<file path="src/rtl/exc_status_pkg.sv">
package exc_status_pkg;

  localparam int DATA_W   = 32;
  localparam int ADDR_W   = 3;
  localparam int SYS_N    = 16;
  localparam int EXT_BASE = 16;
  localparam int TRIG_W   = 9;

  // Exception numbers (fixed by the surrounding core)
  localparam int EXC_NMI    = 2;
  localparam int EXC_MEM    = 4;
  localparam int EXC_BUS    = 5;
  localparam int EXC_USAGE  = 6;
  localparam int EXC_SVCALL = 11;
  localparam int EXC_DEBUG  = 12;
  localparam int EXC_PENDSV = 14;
  localparam int EXC_TICK   = 15;

  // Numbers that own a pending bit
  localparam logic [SYS_N-1:0] PEND_IMPL =
      SYS_N'((1 << EXC_NMI) | (1 << EXC_MEM) | (1 << EXC_BUS) | (1 << EXC_USAGE) |
             (1 << EXC_SVCALL) | (1 << EXC_PENDSV) | (1 << EXC_TICK));

  localparam logic [15:0]       RST_KEY     = 16'h05FA;
  localparam logic [DATA_W-1:0] RSTCTL_READ = 32'hFA05_0000;

  // Control/state register bit positions
  localparam int CS_PRIOR_BIT  = 11;
  localparam int CS_PEND_LSB   = 12;
  localparam int CS_EXTANY_BIT = 22;
  localparam int CS_CLRTICK    = 25;
  localparam int CS_SETTICK    = 26;
  localparam int CS_CLRPSV     = 27;
  localparam int CS_SETPSV     = 28;
  localparam int CS_SETNMI     = 31;

  // Handler-state register field
  localparam int HS_EN_LSB = 16;
  localparam int VB_LSB    = 7;

  typedef enum logic [ADDR_W-1:0] {
    REG_CTLST   = 3'd0,
    REG_VECBASE = 3'd1,
    REG_RSTCTL  = 3'd2,
    REG_HANDLER = 3'd3,
    REG_TRIGGER = 3'd4
  } regSel_e;

  typedef struct packed {
    logic              setNmi;
    logic              setPendsv;
    logic              clrPendsv;
    logic              setTick;
    logic              clrTick;
    logic              loadVecBase;
    logic              loadFaultEn;
    logic              trigExt;
    logic [TRIG_W-1:0] trigIdx;
    logic              sysReset;
    logic              clrActive;
  } excStrobes_t;

endpackage

</file>
<file path="src/rtl/exc_status_ctrl.sv">
module exc_status_ctrl
  import exc_status_pkg::*;
#(
  parameter int NUM_EXT = 32
) (
  input  logic              busValid,
  input  logic              busWrite,
  input  logic [ADDR_W-1:0] busAddr,
  input  logic [DATA_W-1:0] busWdata,
  output excStrobes_t       stb
);

  logic wrEn;
  logic keyOk;
  logic trigOk;
  logic [TRIG_W-1:0] idx;
  logic unusedCtl;

  assign wrEn   = busValid && busWrite;
  assign keyOk  = (busWdata[31:16] == RST_KEY);
  assign idx    = busWdata[TRIG_W-1:0];
  assign trigOk = (32'(idx) < NUM_EXT);
  assign unusedCtl = ^busWdata;

  always_comb begin
    stb = '0;
    stb.trigIdx = idx;
    if (wrEn) begin
      case (busAddr)
        REG_CTLST: begin
          stb.setNmi    = busWdata[CS_SETNMI];
          stb.setPendsv = busWdata[CS_SETPSV];
          stb.clrPendsv = busWdata[CS_CLRPSV] && !busWdata[CS_SETPSV];
          stb.setTick   = busWdata[CS_SETTICK];
          stb.clrTick   = busWdata[CS_CLRTICK] && !busWdata[CS_SETTICK];
        end
        REG_VECBASE: stb.loadVecBase = 1'b1;
        REG_RSTCTL: begin
          stb.sysReset  = keyOk && (busWdata[0] || busWdata[2]);
          stb.clrActive = keyOk && busWdata[1];
        end
        REG_HANDLER: stb.loadFaultEn = 1'b1;
        REG_TRIGGER: stb.trigExt     = trigOk;
        default: ;
      endcase
    end
  end

endmodule

</file>
<file path="src/rtl/exc_status_dp.sv">
module exc_status_dp
  import exc_status_pkg::*;
#(
  parameter int NUM_EXT = 32,
  parameter int VEC_W   = 9
) (
  input  logic               clk,
  input  logic               rstN,
  input  excStrobes_t        stb,
  input  logic [DATA_W-1:0]  wdata,
  input  logic [ADDR_W-1:0]  rdAddr,
  output logic [DATA_W-1:0]  rdata,
  input  logic               tickPulse,
  input  logic [SYS_N-1:0]   hwRaise,
  input  logic               ackValid,
  input  logic [VEC_W-1:0]   ackVec,
  input  logic [VEC_W-1:0]   activeVec,
  input  logic [VEC_W-1:0]   pendVec,
  input  logic               priorActive,
  input  logic [SYS_N-1:0]   sysActive,
  output logic [SYS_N-1:0]   sysPend,
  output logic [NUM_EXT-1:0] extPend,
  output logic [2:0]         faultEnQ,
  output logic [DATA_W-1:0]  vecBaseQ,
  output logic               resetReqQ,
  output logic               clrActiveQ
);

  logic [SYS_N-1:0]   sysSet, sysClr, sysAck;
  logic [NUM_EXT-1:0] extSet, extAck;
  logic [SYS_N-1:0]   swSet, swClr;

  // Acknowledge decode, one comparator per pending bit
  for (genvar i = 0; i < SYS_N; i++) begin : gSysAck
    assign sysAck[i] = ackValid && (ackVec == VEC_W'(i));
  end

  for (genvar k = 0; k < NUM_EXT; k++) begin : gExt
    assign extAck[k] = ackValid && (ackVec == VEC_W'(EXT_BASE + k));
    assign extSet[k] = stb.trigExt && (32'(stb.trigIdx) == k);
  end

  always_comb begin
    swSet = '0;
    swClr = '0;
    swSet[EXC_NMI]    = stb.setNmi;
    swSet[EXC_PENDSV] = stb.setPendsv;
    swSet[EXC_TICK]   = stb.setTick || tickPulse;
    swClr[EXC_PENDSV] = stb.clrPendsv;
    swClr[EXC_TICK]   = stb.clrTick;
  end

  assign sysSet = hwRaise | swSet;
  assign sysClr = sysAck | swClr;

  always_ff @(posedge clk or negedge rstN) begin
    if (!rstN) begin
      sysPend    <= '0;
      extPend    <= '0;
      faultEnQ   <= '0;
      vecBaseQ   <= '0;
      resetReqQ  <= 1'b0;
      clrActiveQ <= 1'b0;
    end else begin
      sysPend    <= (sysSet | (sysPend & ~sysClr)) & PEND_IMPL;
      extPend    <= extSet | (extPend & ~extAck);
      resetReqQ  <= stb.sysReset;
      clrActiveQ <= stb.clrActive;
      if (stb.loadFaultEn) faultEnQ <= wdata[HS_EN_LSB +: 3];
      if (stb.loadVecBase) vecBaseQ <= {wdata[DATA_W-1:VB_LSB], {VB_LSB{1'b0}}};
    end
  end

  // Read mux
  logic [DATA_W-1:0] csWord, hsWord;

  always_comb begin
    csWord = '0;
    csWord[VEC_W-1:0]               = activeVec;
    csWord[CS_PRIOR_BIT]            = !priorActive;
    csWord[CS_PEND_LSB +: VEC_W]    = pendVec;
    csWord[CS_EXTANY_BIT]           = |extPend;
    csWord[CS_SETTICK]              = sysPend[EXC_TICK];
    csWord[CS_SETPSV]               = sysPend[EXC_PENDSV];
    csWord[CS_SETNMI]               = sysPend[EXC_NMI];
  end

  always_comb begin
    hsWord = '0;
    hsWord[0]  = sysActive[EXC_MEM];
    hsWord[1]  = sysActive[EXC_BUS];
    hsWord[3]  = sysActive[EXC_USAGE];
    hsWord[7]  = sysActive[EXC_SVCALL];
    hsWord[8]  = sysActive[EXC_DEBUG];
    hsWord[10] = sysActive[EXC_PENDSV];
    hsWord[11] = sysActive[EXC_TICK];
    hsWord[12] = sysPend[EXC_USAGE];
    hsWord[13] = sysPend[EXC_MEM];
    hsWord[14] = sysPend[EXC_BUS];
    hsWord[15] = sysPend[EXC_SVCALL];
    hsWord[HS_EN_LSB +: 3] = faultEnQ;
  end

  always_comb begin
    case (rdAddr)
      REG_CTLST:   rdata = csWord;
      REG_VECBASE: rdata = vecBaseQ;
      REG_RSTCTL:  rdata = RSTCTL_READ;
      REG_HANDLER: rdata = hsWord;
      default:     rdata = '0;
    endcase
  end

  logic unusedDp;
  assign unusedDp = ^{sysActive, wdata};

  // A set in the same cycle as an acknowledge still leaves the bit pending
  assert_set_wins_R4: assert property (@(posedge clk) disable iff (!rstN)
    tickPulse |=> sysPend[EXC_TICK]);

  // Acknowledge without a competing set clears the bit
  assert_ack_clears_R4: assert property (@(posedge clk) disable iff (!rstN)
    (ackValid && ackVec == VEC_W'(EXC_NMI) && !stb.setNmi && !hwRaise[EXC_NMI])
      |=> !sysPend[EXC_NMI]);

  // At most one external bit becomes pending per cycle
  assert_ext_single_R9: assert property (@(posedge clk) disable iff (!rstN)
    1'b1 |=> ($countones(extPend) <= $countones($past(extPend)) + 1));

  // Fault enables change only on a handler-state write
  assert_fault_hold_R8: assert property (@(posedge clk) disable iff (!rstN)
    !stb.loadFaultEn |=> $stable(faultEnQ));

endmodule

</file>
<file path="src/rtl/exc_status_regs.sv">
module exc_status_regs
  import exc_status_pkg::*;
#(
  parameter int NUM_EXT = 32,
  parameter int VEC_W   = 9
) (
  input  logic               clk,
  input  logic               rstN,
  input  logic               busValid,
  input  logic               busWrite,
  input  logic [2:0]         busAddr,
  input  logic [31:0]        busWdata,
  output logic [31:0]        busRdata,
  input  logic               tickPulse,
  input  logic [15:0]        hwRaise,
  input  logic               ackValid,
  input  logic [VEC_W-1:0]   ackVec,
  input  logic [VEC_W-1:0]   activeVec,
  input  logic [VEC_W-1:0]   pendVec,
  input  logic               priorActive,
  input  logic [15:0]        sysActive,
  output logic [15:0]        sysPending,
  output logic [NUM_EXT-1:0] extPending,
  output logic [2:0]         faultEnable,
  output logic [31:0]        vecBase,
  output logic               resetReq,
  output logic               clrActive
);

  excStrobes_t stb;

  exc_status_ctrl #(.NUM_EXT(NUM_EXT)) uCtrl (
    .busValid (busValid),
    .busWrite (busWrite),
    .busAddr  (busAddr),
    .busWdata (busWdata),
    .stb      (stb)
  );

  exc_status_dp #(.NUM_EXT(NUM_EXT), .VEC_W(VEC_W)) uDp (
    .clk         (clk),
    .rstN        (rstN),
    .stb         (stb),
    .wdata       (busWdata),
    .rdAddr      (busAddr),
    .rdata       (busRdata),
    .tickPulse   (tickPulse),
    .hwRaise     (hwRaise),
    .ackValid    (ackValid),
    .ackVec      (ackVec),
    .activeVec   (activeVec),
    .pendVec     (pendVec),
    .priorActive (priorActive),
    .sysActive   (sysActive),
    .sysPend     (sysPending),
    .extPend     (extPending),
    .faultEnQ    (faultEnable),
    .vecBaseQ    (vecBase),
    .resetReqQ   (resetReq),
    .clrActiveQ  (clrActive)
  );

  assert_vecbase_load_R5: assert property (@(posedge clk) disable iff (!rstN)
    (busValid && busWrite && busAddr == REG_VECBASE)
      |=> (vecBase[31:VB_LSB] == $past(busWdata[31:VB_LSB])));

  assert_reset_key_R6: assert property (@(posedge clk) disable iff (!rstN)
    resetReq |-> $past(busValid && busWrite && busAddr == REG_RSTCTL &&
                       busWdata[31:16] == RST_KEY));

endmodule

</file>
<file path="config.mk">
export PLATFORM = sky130hd
export DESIGN_NAME = exc_status_regs
export DESIGN_NICKNAME = d
export VERILOG_FILES = /design/src/rtl/exc_status_pkg.sv /design/src/rtl/exc_status_ctrl.sv /design/src/rtl/exc_status_dp.sv /design/src/rtl/exc_status_regs.sv
export SDC_FILE = /design/constraint.sdc
export NUM_CORES = 1
export LEC_CHECK = 0
export BUFFER_PORTS_ARGS = -buffer_cell sky130_fd_sc_hd__buf_2
export CAP_MARGIN = 20
export CORE_ASPECT_RATIO = 0.8
export CORE_UTILIZATION = 44
export CTS_CLUSTER_DIAMETER = 80
export CTS_CLUSTER_SIZE = 20
export DETAILED_ROUTE_END_ITERATION = 6
export HOLD_SLACK_MARGIN = 0.03
export PLACE_DENSITY = 0.81
export SYNTH_ARGS = -nofsm -noshare
export SYNTH_HDL_FRONTEND = slang
export SYNTH_SLANG_ARGS = --single-unit
</file>
<file path="constraint.sdc">
create_clock -name clk -period 1.1 [get_ports clk]
set_input_delay 0.055 -clock clk [delete_from_list [all_inputs] [get_ports clk]]
set_output_delay 0.055 -clock clk [all_outputs]
set_load 0.03 [all_outputs]
</file>
==> impl_results.md <==
- Outcome: finished with violations
- Violated checks: negative setup slack
- Post-route antenna net violation count: 0
- Largest net degree at the start of global routing: 34
- Number of global-route vias before repair: between 4,000 and 5,000
- Top layer in use: met4
- Setup ws final: -708.1 ps
- WL met2: approximately 9000 um
- RSZ-0062 raised after global routing: true
- EDFF count, synth: 0
- Leakage: 3.388 nW
- Final cell count without fillers: 789
- RePlAce Congestion: 0.9223
- N_diodes: 0
- #FFs+latches synth: 69
- Sequential Power Share: 0.334
- Int Power: 6.107 mW
- Crit-path max FO: 2
- Fill count: ~330
- Power per cell area: about 1300 nW/um^2
- Hold Violations, Final: 0
- Most frequent cells in the layout: buf_6, buf_2, o21ai_0, buf_4, dfrtp_1
- Clk_skew: 0 ps
- TritonCTS clock tree: yes
- Tightest Hold Check Type: in2reg
- Die Span X: slightly above 100 um
- Element type at the critical path end: output port
- HPWL after detailed placement: 10,190 um
- IO Port Bufs: between 150 and 200
- Async S/R FF share, synth: 1.000
- Worst Path Arrival: 1750 ps
- Commonest non-fill, non-tap cell in the layout: buf_6
- Core area: roughly 8000 um^2
- Drt first pass iters: 6
- Clock Sinks: 69
- Clock Tree Buf Depth: 2
- Metal1 wirelength: approximately 6300 um
- First-pass GRT wire length: 24,340 um
- Endpoints failing setup: 47
- Netlist cell types: 40
- Final WL: between 15,000 and 20,000 um
- CP Data Required Time: 1040 ps
- Switching pwr: slightly above 3 mW
- Detailed-route via count: about 4,500
- Max-cap violation count: 0
- Tot GR Track Use: 0.3729
- Iter 0 DRT Violations: about 370
- Maximum clock frequency: 553.1 MHz
- Avg Cell Area, Syn: 10.06 um^2
- H-tree Lvls: 3
- Starting density of the core: 0.4563
- Clock power frac: 0.298
- Number of remaining DRC errors: 0
- Core Rows: 29
- Max-slew violations: 0
- Placed cells: 720
- Synthesis Warnings: 0
- # IOs: 218
- Maximum vdd ir drop: roughly 0.97 mV
- Via density: 5.725
- Post-DR wirelength/cell: about 22 um
- Startpoint types: flip-flop
- Reg2reg start: uDp.vecBaseQ[31]
- Final period util: 1.644
- Post-layout minimum cycle time: 1808 ps
- Final total power: slightly above 9 mW
- Crit Path Category: reg2out
- Initial antenna violation count: 0
- Worst Setup SP: uDp.extPend[6]
- Layout cell share with drive strength beyond 1: 0.6373
- Die ar.: around 8600 um^2
- P&R area growth vs syn: 95.09%
- CTS Buf Count: 9
- Worst-Skew Late Latency: about 350 ps
- Grt total ovfl: 0
- CTS clk-pin slew, worst paths: approximately 100 ps
- Die H: 83.38 um
- Root Driver: clkbuf_8
- Seq/Total Area, Yosys: 0.4741
- Sw Ratio: 0.3311
- DR WL met3: roughly 1600 um
- Fin util: 0.8901
- Gate power share: 0.368
- Top FF cell, synth: dfrtp_1
- Cell Area, Synth: around 3600 um^2
- HP Start: busWdata[31]
- NumNets Final: just under 800
- Post-synthesis cell count: between 300 and 400
## worst paths after layout
kind	slack [ps]	to	cells past startpoint
worst max-delay path	-710	busRdata[22]	5
worst min-delay path	40	uDp.vecBaseQ[31]	3
worst max register to register	50	uDp.vecBaseQ[31]	3
worst min register to register	530	uDp.sysPend[2]	2
max in group asynchronous	350	uDp.extPend[4]	3
min in group asynchronous	210	uDp.extPend[27]	2
## per-layer routing
metal  GRT usage  vias up
met5           0        -
met4      0.1935        0
met3     0.08948       80
met2      0.6522      343
met1      0.4262     2190
li1            -     1904
## state kept, by name, indices dropped and copies added (netlist names)
signal	cells
uDp.clrActiveQ	1
uDp.extPend	32
uDp.faultEnQ	3
uDp.resetReqQ	1
uDp.sysPend	7
uDp.vecBaseQ	25
## cell families after synthesis
kind of cell | share of synthesized area
AND/OR/NAND/NOR | 0.1783
multiplexers | 0.1226
other | 0.001030
buffers and inverters | 0.06802
flip-flops | 0.4741
AO/OA/AOI/OAI | 0.1560
## metrics by stage
step	instance area [um^2]	TNS, ps	worst slack [ps]	hold WS [ps]
after floorplan	3901	-1037	-97.60	-240.6
after global placement	5415	-15610	-559.9	2.625
after detailed placement	5415	-18450	-496.5	13.35
after CTS	6782	-4275	-650.8	35.71
after global routing	7106	-7234	-777.4	41.76
final	7106	-5782	-708.1	37.16
## critical path, stage by stage (launching register included)
cell	delay (ps)
dfrtp_2	430
nor4_4	330
nand4_1	220
o21ai_2	220
nand2_2	70
buf_6	140
## synthesized netlist by cell type, types with 2 or more instances
cell type / n / share of area
nor2b_1: 5 / 0.0086
dfrtp_1: 69 / 0.47
inv_1: 5 / 0.0052
and2_1: 11 / 0.019
nor2_1: 22 / 0.023
o21ai_0: 68 / 0.093
nor4_1: 10 / 0.017
nand2b_1: 9 / 0.015
or2_2: 3 / 0.0052
a21oi_1: 6 / 0.0082
o211ai_2: 2 / 0.0069
nand3_1: 13 / 0.018
a22o_1: 3 / 0.0072
mux2i_1: 3 / 0.0082
mux2_2: 33 / 0.10
clkbuf_1: 6 / 0.0062
a22oi_1: 7 / 0.014
buf_2: 3 / 0.0041
o21ai_1: 5 / 0.0069
buf_4: 19 / 0.039
nand4b_1: 2 / 0.0048
a211oi_1: 3 / 0.0062
mux2_4: 3 / 0.012
nand4_1: 9 / 0.015
nor3_1: 2 / 0.0027
a21o_1: 4 / 0.0082
nand2_1: 19 / 0.020
buf_6: 4 / 0.012
nand3b_1: 3 / 0.0062
## repair_timing
| item | CTS | global route |
|---|---|---|
| pin swaps | 9 | 4 |
| cloned | 1 | 0 |
| resized for setup | 202 | 83 |
| endpoints found under the hold margin | 100 | 0 |
| hold buffers | 31 | 0 |
| setup endpoints to repair | 63 | 98 |
| buffers inserted | 21 | 20 |
## power by group through the flow
stage | clock (mW) | sequential, mW | combinational, mW
floorplan | 0 | 3.52 | 0.939
global placement | 0 | 3.02 | 2.24
detailed placement | 0 | 3.03 | 2.29
CTS | 2.65 | 2.98 | 3.03
global route | 2.81 | 3.07 | 3.48
finish | 2.72 | 3.05 | 3.36
## area by class of cell
type | count | area [um^2] | area share
multi-input combinational | 270 | 2092 | 0.2944
sequential | 69 | 1768 | 0.2488
timing repair buffer | 321 | 2834 | 0.3988
inverter | 5 | 18.77 | 0.002641
clock buffer | 11 | 151.4 | 0.02131
clock inverter | 5 | 106.4 | 0.01497
tap | 108 | 135.1 | 0.01902
Power figures use the tool's default switching activity.
